==> src/rtl/xlc_pkg.sv <==
package xlc_pkg;

  typedef enum logic [1:0] {
    PH_HWY_GO    = 2'd0,
    PH_HWY_WARN  = 2'd1,
    PH_FARM_GO   = 2'd2,
    PH_FARM_WARN = 2'd3
  } phase_t;

  localparam int LAMP_G = 0;
  localparam int LAMP_Y = 1;
  localparam int LAMP_R = 2;

  // Lamp word of one road for a given phase
  function automatic logic [2:0] road_lamp(phase_t p, logic is_farm);
    logic go, warn;
    logic [2:0] w;
    go   = is_farm ? (p == PH_FARM_GO)   : (p == PH_HWY_GO);
    warn = is_farm ? (p == PH_FARM_WARN) : (p == PH_HWY_WARN);
    w = 3'b000;
    if (go)        w[LAMP_G] = 1'b1;
    else if (warn) w[LAMP_Y] = 1'b1;
    else           w[LAMP_R] = 1'b1;
    return w;
  endfunction

  // Phase sequencing rule
  function automatic phase_t phase_after(phase_t p, logic car,
                                         logic short_done, logic long_done);
    phase_t n;
    n = p;
    case (p)
      PH_HWY_GO:    if (car && long_done)  n = PH_HWY_WARN;
      PH_HWY_WARN:  if (short_done)        n = PH_FARM_GO;
      PH_FARM_GO:   if (!car || long_done) n = PH_FARM_WARN;
      PH_FARM_WARN: if (short_done)        n = PH_HWY_GO;
      default:                             n = PH_HWY_GO;
    endcase
    return n;
  endfunction

  // Cycles a phase lasts when it is timed out after a given tick count
  function automatic int unsigned dwell_cycles(int unsigned ticks,
                                               int unsigned prescale);
    return ticks * prescale + 1;
  endfunction

endpackage

==> src/rtl/xlc_interval_timer.sv <==
module xlc_interval_timer #(
  parameter int SHORT_TICKS = 5,
  parameter int LONG_TICKS  = 30,
  parameter int PRESCALE    = 1000
) (
  input  logic clk,
  input  logic rst,
  input  logic restart,
  output logic short_done,
  output logic long_done
);
  localparam int CW = $clog2(LONG_TICKS + 1);
  localparam int PW = (PRESCALE > 1) ? $clog2(PRESCALE) : 1;
  localparam logic [CW-1:0] CNT_LONG  = CW'(LONG_TICKS);
  localparam logic [CW-1:0] CNT_SHORT = CW'(SHORT_TICKS);

  logic          tick;
  logic [CW-1:0] cnt_q;

  generate
    if (PRESCALE > 1) begin : g_pre
      localparam logic [PW-1:0] PRE_LAST = PW'(PRESCALE - 1);
      logic [PW-1:0] pre_q;
      always_ff @(posedge clk) begin
        if (rst || restart)      pre_q <= '0;
        else if (pre_q == PRE_LAST) pre_q <= '0;
        else                     pre_q <= pre_q + PW'(1);
      end
      assign tick = (pre_q == PRE_LAST);
    end else begin : g_nopre
      assign tick = 1'b1;
    end
  endgenerate

  always_ff @(posedge clk) begin
    if (rst || restart)                 cnt_q <= '0;
    else if (tick && cnt_q != CNT_LONG) cnt_q <= cnt_q + CW'(1);
  end

  assign short_done = (cnt_q >= CNT_SHORT);
  assign long_done  = (cnt_q >= CNT_LONG);

  AST_TIMER_CLEAR: assert property (@(posedge clk) disable iff (rst)
    restart |=> (cnt_q == '0));
  AST_TIMER_IDLE: assert property (@(posedge clk) disable iff (rst)
    (!restart && !tick) |=> $stable(cnt_q));
  AST_TIMER_SAT: assert property (@(posedge clk) disable iff (rst)
    (!restart && long_done) |=> long_done);
  AST_FLAG_ORDER: assert property (@(posedge clk) disable iff (rst)
    long_done |-> short_done);
endmodule

==> src/rtl/xlc_phase_fsm.sv <==
module xlc_phase_fsm
  import xlc_pkg::*;
(
  input  logic   clk,
  input  logic   rst,
  input  logic   car,
  input  logic   short_done,
  input  logic   long_done,
  output phase_t phase,
  output logic   restart
);
  phase_t phase_q, phase_d;

  always_comb phase_d = phase_after(phase_q, car, short_done, long_done);

  always_ff @(posedge clk) begin
    if (rst) phase_q <= PH_HWY_GO;
    else     phase_q <= phase_d;
  end

  assign restart = !rst && (phase_d != phase_q);
  assign phase   = phase_q;

  AST_HWY_HOLD: assert property (@(posedge clk) disable iff (rst)
    (phase_q == PH_HWY_GO && !car) |=> (phase_q == PH_HWY_GO));
  AST_HWY_MIN: assert property (@(posedge clk) disable iff (rst)
    (phase_q == PH_HWY_GO && !long_done) |=> (phase_q == PH_HWY_GO));
  AST_WARN_HOLD: assert property (@(posedge clk) disable iff (rst)
    ((phase_q == PH_HWY_WARN || phase_q == PH_FARM_WARN) && !short_done)
      |=> $stable(phase_q));
  AST_FARM_DROP: assert property (@(posedge clk) disable iff (rst)
    (phase_q == PH_FARM_GO && !car) |=> (phase_q == PH_FARM_WARN));
  AST_RESTART_PULSE: assert property (@(posedge clk) disable iff (rst)
    restart |=> (phase_q != $past(phase_q)));
  AST_NO_SILENT_STEP: assert property (@(posedge clk) disable iff (rst)
    !restart |=> $stable(phase_q));
endmodule

==> src/rtl/xlc_lamp_drive.sv <==
module xlc_lamp_drive
  import xlc_pkg::*;
(
  input  logic       clk,
  input  logic       rst,
  input  phase_t     phase,
  output logic [2:0] hwy_lamp,
  output logic [2:0] farm_lamp
);
  always_comb begin
    hwy_lamp  = road_lamp(phase, 1'b0);
    farm_lamp = road_lamp(phase, 1'b1);
  end

  AST_LAMP_ONEHOT: assert property (@(posedge clk) disable iff (rst)
    ($countones(hwy_lamp) == 1) && ($countones(farm_lamp) == 1));
  AST_ONE_ROAD_RED: assert property (@(posedge clk) disable iff (rst)
    hwy_lamp[LAMP_R] || farm_lamp[LAMP_R]);
  AST_NO_DOUBLE_GO: assert property (@(posedge clk) disable iff (rst)
    !(hwy_lamp[LAMP_G] && farm_lamp[LAMP_G]));
endmodule

==> src/rtl/xlc_crossing_ctrl.sv <==
module xlc_crossing_ctrl
  import xlc_pkg::*;
#(
  parameter int SHORT_TICKS = 5,
  parameter int LONG_TICKS  = 30,
  parameter int PRESCALE    = 1000
) (
  input  logic       clk,
  input  logic       rst,
  input  logic       car_wait,
  output logic [2:0] hwy_lamp,
  output logic [2:0] farm_lamp,
  output logic       timer_restart
);
  logic   short_done, long_done, restart;
  phase_t phase;

  xlc_interval_timer #(
    .SHORT_TICKS(SHORT_TICKS),
    .LONG_TICKS (LONG_TICKS),
    .PRESCALE   (PRESCALE)
  ) u_timer (
    .clk       (clk),
    .rst       (rst),
    .restart   (restart),
    .short_done(short_done),
    .long_done (long_done)
  );

  xlc_phase_fsm u_fsm (
    .clk       (clk),
    .rst       (rst),
    .car       (car_wait),
    .short_done(short_done),
    .long_done (long_done),
    .phase     (phase),
    .restart   (restart)
  );

  xlc_lamp_drive u_lamps (
    .clk      (clk),
    .rst      (rst),
    .phase    (phase),
    .hwy_lamp (hwy_lamp),
    .farm_lamp(farm_lamp)
  );

  assign timer_restart = restart;

  AST_RESET_QUIET: assert property (@(posedge clk)
    rst |-> !timer_restart);
endmodule

==> config.mk <==
export PLATFORM = sky130hd
export DESIGN_NAME = xlc_crossing_ctrl
export DESIGN_NICKNAME = d
export VERILOG_FILES = /design/src/rtl/xlc_pkg.sv /design/src/rtl/xlc_interval_timer.sv /design/src/rtl/xlc_phase_fsm.sv /design/src/rtl/xlc_lamp_drive.sv /design/src/rtl/xlc_crossing_ctrl.sv
export SDC_FILE = /design/constraint.sdc
export NUM_CORES = 1
export LEC_CHECK = 0
export BUFFER_PORTS_ARGS = -buffer_cell sky130_fd_sc_hd__buf_4
export CAP_MARGIN = 5
export CORE_MARGIN = 1
export CORE_UTILIZATION = 30
export CTS_CLUSTER_DIAMETER = 40
export DETAILED_ROUTE_END_ITERATION = 16
export GPL_ROUTABILITY_DRIVEN = 1
export SETUP_SLACK_MARGIN = 0.15
export SLEW_MARGIN = 20
export SYNTH_ARGS = -nofsm -noshare
export SYNTH_HDL_FRONTEND = slang
export SYNTH_HIERARCHICAL = 1
export SYNTH_SLANG_ARGS = --single-unit
==> constraint.sdc <==
create_clock -name clk -period 2.83 [get_ports clk]
set_clock_uncertainty 0.1 [all_clocks]
set_input_delay 0.566 -clock clk [delete_from_list [all_inputs] [get_ports clk]]
set_output_delay 0.566 -clock clk [all_outputs]
set_load 0.01 [all_outputs]
==> flow_summary.toml <==
[global_routing]
grt_start_max_net_pins = 11
overflow = 0
number_of_global_route_vias_before_repair = 663
grt_antenna_before_repair = 0
global_route_usage_sum_pct = 11.3
grt_first_pass_wirelength_mm = 2.82

[pwr]
power.clock.fraction_pct = 33.9
power.ir.vdd_worst_uv = 216
p_sw_mw = 0.0947
power.switching_fraction_pct = 23.8
power.combinational.fraction_pct = 4.1
p_total_mw = 0.397
power_density_nw_per_um2 = 386
cellLeakagePower_nw = 0.451
seq_power_share_pct = 62.0
power.internal_mw = 0.303

[sta]
timing.final.setup_violations = 0
min_period_over_period_pct = 87.3
rsz0062_at_grt = "no"
fin_ws_ns = 0.359
timing_worst_slew_pin_value_ns = 0.373
fin_crit_ns = 2.47
final_number_of_max_transition_violations = 0
hold_viol_final = 0
setup-tns-final_ns = 0
slew_headroom_pct = 75.0
maxClockFrequency_ghz = 0.405

[placed_design]
dp_slack_ns = 0.695
numPortBuffers = 9
hpwl_mm = 1.24
dpl-instance-area_sq_um = 1000
place_inst = 138
gp_congestion = 0.732

[cells_and_area]
layoutNonFillerInstCount = 142
final_common_cell = "sky130_fd_sc_hd__dfxtp_1"
antenna_cells_inserted = 0
flow.area_growth_from_synthesis_pct = 13.1
final_design_area_no_fill_sq_um = 1030
final.fill_count = 295
nNetsFinal = 119
post_route_cells_drive_above_1_share_pct = 19.8
commonest_non_fill_non_tap_cells_in_the_layout = "sky130_fd_sc_hd__dfxtp_1, sky130_fd_sc_hd__nor2_1, sky130_fd_sc_hd__buf_4"

[clock_tree]
ctsHoldBuffers = 0
cts_tree = "done"
ctsResizeCount = 0
cts.path.max_buffers = 2
h-tree-depth = 1
post_cts_buffers = 0
clk-insertion-delay-late_ns = 0.30
clk_root_buffer_cell = "sky130_fd_sc_hd__clkbuf_4"
path_clk_slew_ns = 0.11
clock_sinks = 17
number_of_buffers_added_by_the_clock_tree_synthesis_step = 3

[routing]
wire_per_inst_um = 11.6
avgViaCountPerCell = 5.07
post-route-drc-count = 0
detailedRoute.firstIterationViolations = 18
first_pass_iters = 4
drtAntennaViolNets = 0
drt_wl_total_mm = 1.65
via_count = 720

[critical_path]
critical_path_peak_fanout = 6
required_ns = 2.16
critical_path_startpoint_category = "flop"
timing.setup.critical_path_class = "flop to output port"
critical_path.endpoint_type = "output port"
reg2reg_setup_slack_ns = 0.66
worst_ep_arrival_time_ns = 1.80

[floorplan]
start_util_pct = 32.4
core_area_sq_um = 2810
top_level_ports = 10
floorplan.rows = 19
die-width_um = 57.1
die_height_um = 57.1
design.die.area_sq_um = 3260

[synth]
synth_async_sr_flop_share_pct = 0
syn_nets = 108
netlist-cell-type-count = 41
synthCells = 101
synth_edf_count = 0
synth-main-ff-cell = "sky130_fd_sc_hd__dfxtp_1"
synth_sequential_area_ratio_pct = 37.4
postSynthRegisterBits = 17
syn-cell-area_sq_um = 910
yosys_warnings = 6
syn_area_per_cell_sq_um = 9.01

[status]
status = "finished, final reports clean"

[hold_path]
hold_class = "flop to flop"

[job]
maxCapViolCount = 0
-- routing by layer --
metal / vias to the layer above / track usage, % / routed length, um
met3: 2 / 2.72 / 41
li1: 374 / - / -
met2: 11 / 20.2 / 817
met4: 0 / 4.18 / 7
met5: - / 0 / 0
met1: 333 / 13.0 / 787
-- cells by family (layout without fill, tap and decap cells) --
| logic type | count (synthesis) | count (layout) | synth area share (%) |
|---|---|---|---|
| and+or+nand+nor | 44 | 44 | 30.7 |
| AOI/OAI and AO/OA | 19 | 19 | 15.0 |
| DFF | 17 | 17 | 37.4 |
| buffers and inverters | 10 | 20 | 4.54 |
| xor gates and xnor gates | 6 | 6 | 5.78 |
| adders and majority gates | 4 | 4 | 5.50 |
| muxes | 1 | 1 | 1.10 |
-- final timing paths --
| path | to | depth (start not counted) | startpoint |
|---|---|---|---|
| max reg2reg | u_timer/cnt_q[2] | 8 | u_timer/cnt_q[0] |
| min | u_timer/g_pre.pre_q[0] | 1 | u_timer/g_pre.pre_q[0] |
| min reg2reg | u_timer/g_pre.pre_q[0] | 1 | u_timer/g_pre.pre_q[0] |
| max | timer_restart | 6 | u_timer/cnt_q[0] |
-- power groups by stage --
stage	sequential, mW	clock [mW]	combinational, mW
after floorplan	0.251	0	0.0113
after global placement	0.252	0	0.0158
after detailed placement	0.252	0	0.0167
after CTS	0.246	0.137	0.0167
after global routing	0.247	0.149	0.0195
final	0.246	0.135	0.0164
-- area by class of cell --
cell class | count | area [sq um] | share of cell area, %
clock buffers | 3 | 22.5 | 2.19
clock inverters | 1 | 5.00 | 0.487
inverters | 7 | 26.3 | 2.55
multi-input cells | 74 | 528 | 51.3
flip-flops and latches | 17 | 340 | 33.1
well taps | 31 | 38.8 | 3.77
repair buffers | 9 | 67.6 | 6.57
-- flip-flops by register name (all words and copies together), names as in the netlist --
| signal | count |
|---|---|
| u_timer/cnt_q | 5 |
| u_fsm/phase | 2 |
| u_timer/g_pre.pre_q | 10 |
-- cells in the mapped netlist, types with 2 or more instances --
| cell | count | area share, % |
|---|---|---|
| sky130_fd_sc_hd__inv_1 | 7 | 2.9 |
| sky130_fd_sc_hd__a21oi_1 | 8 | 4.4 |
| sky130_fd_sc_hd__nor3_1 | 2 | 1.1 |
| sky130_fd_sc_hd__nand3_1 | 3 | 1.7 |
| sky130_fd_sc_hd__xnor2_1 | 4 | 3.9 |
| sky130_fd_sc_hd__nor2_1 | 16 | 6.6 |
| sky130_fd_sc_hd__and4b_1 | 2 | 2.2 |
| sky130_fd_sc_hd__nor2b_1 | 2 | 1.4 |
| sky130_fd_sc_hd__dfxtp_1 | 17 | 37 |
| sky130_fd_sc_hd__ha_1 | 4 | 5.5 |
| sky130_fd_sc_hd__nand2_1 | 3 | 1.2 |
| sky130_fd_sc_hd__xor2_1 | 2 | 1.9 |
| sky130_fd_sc_hd__and3_1 | 2 | 1.4 |
| sky130_fd_sc_hd__clkbuf_1 | 2 | 0.83 |
-- worst max-delay path, stage by stage (launching register included) --
cell and delay, ns:
sky130_fd_sc_hd__dfxtp_1 0.45, sky130_fd_sc_hd__inv_1 0.07, sky130_fd_sc_hd__ha_1 0.23, sky130_fd_sc_hd__o2111a_1 0.25
sky130_fd_sc_hd__mux2i_1 0.24, sky130_fd_sc_hd__a211oi_2 0.13, sky130_fd_sc_hd__buf_4 0.16
-- through the flow --
step | hold slack (ns) | utilization (%)
finish | 0.351 | 36.7
global route | 0.364 | 36.7
CTS | 0.355 | 36.7
detailed placement | 0.338 | 35.7
global placement | 0.330 | 35.7
floorplan | 0.318 | -
Power figures use the tool's default switching activity.
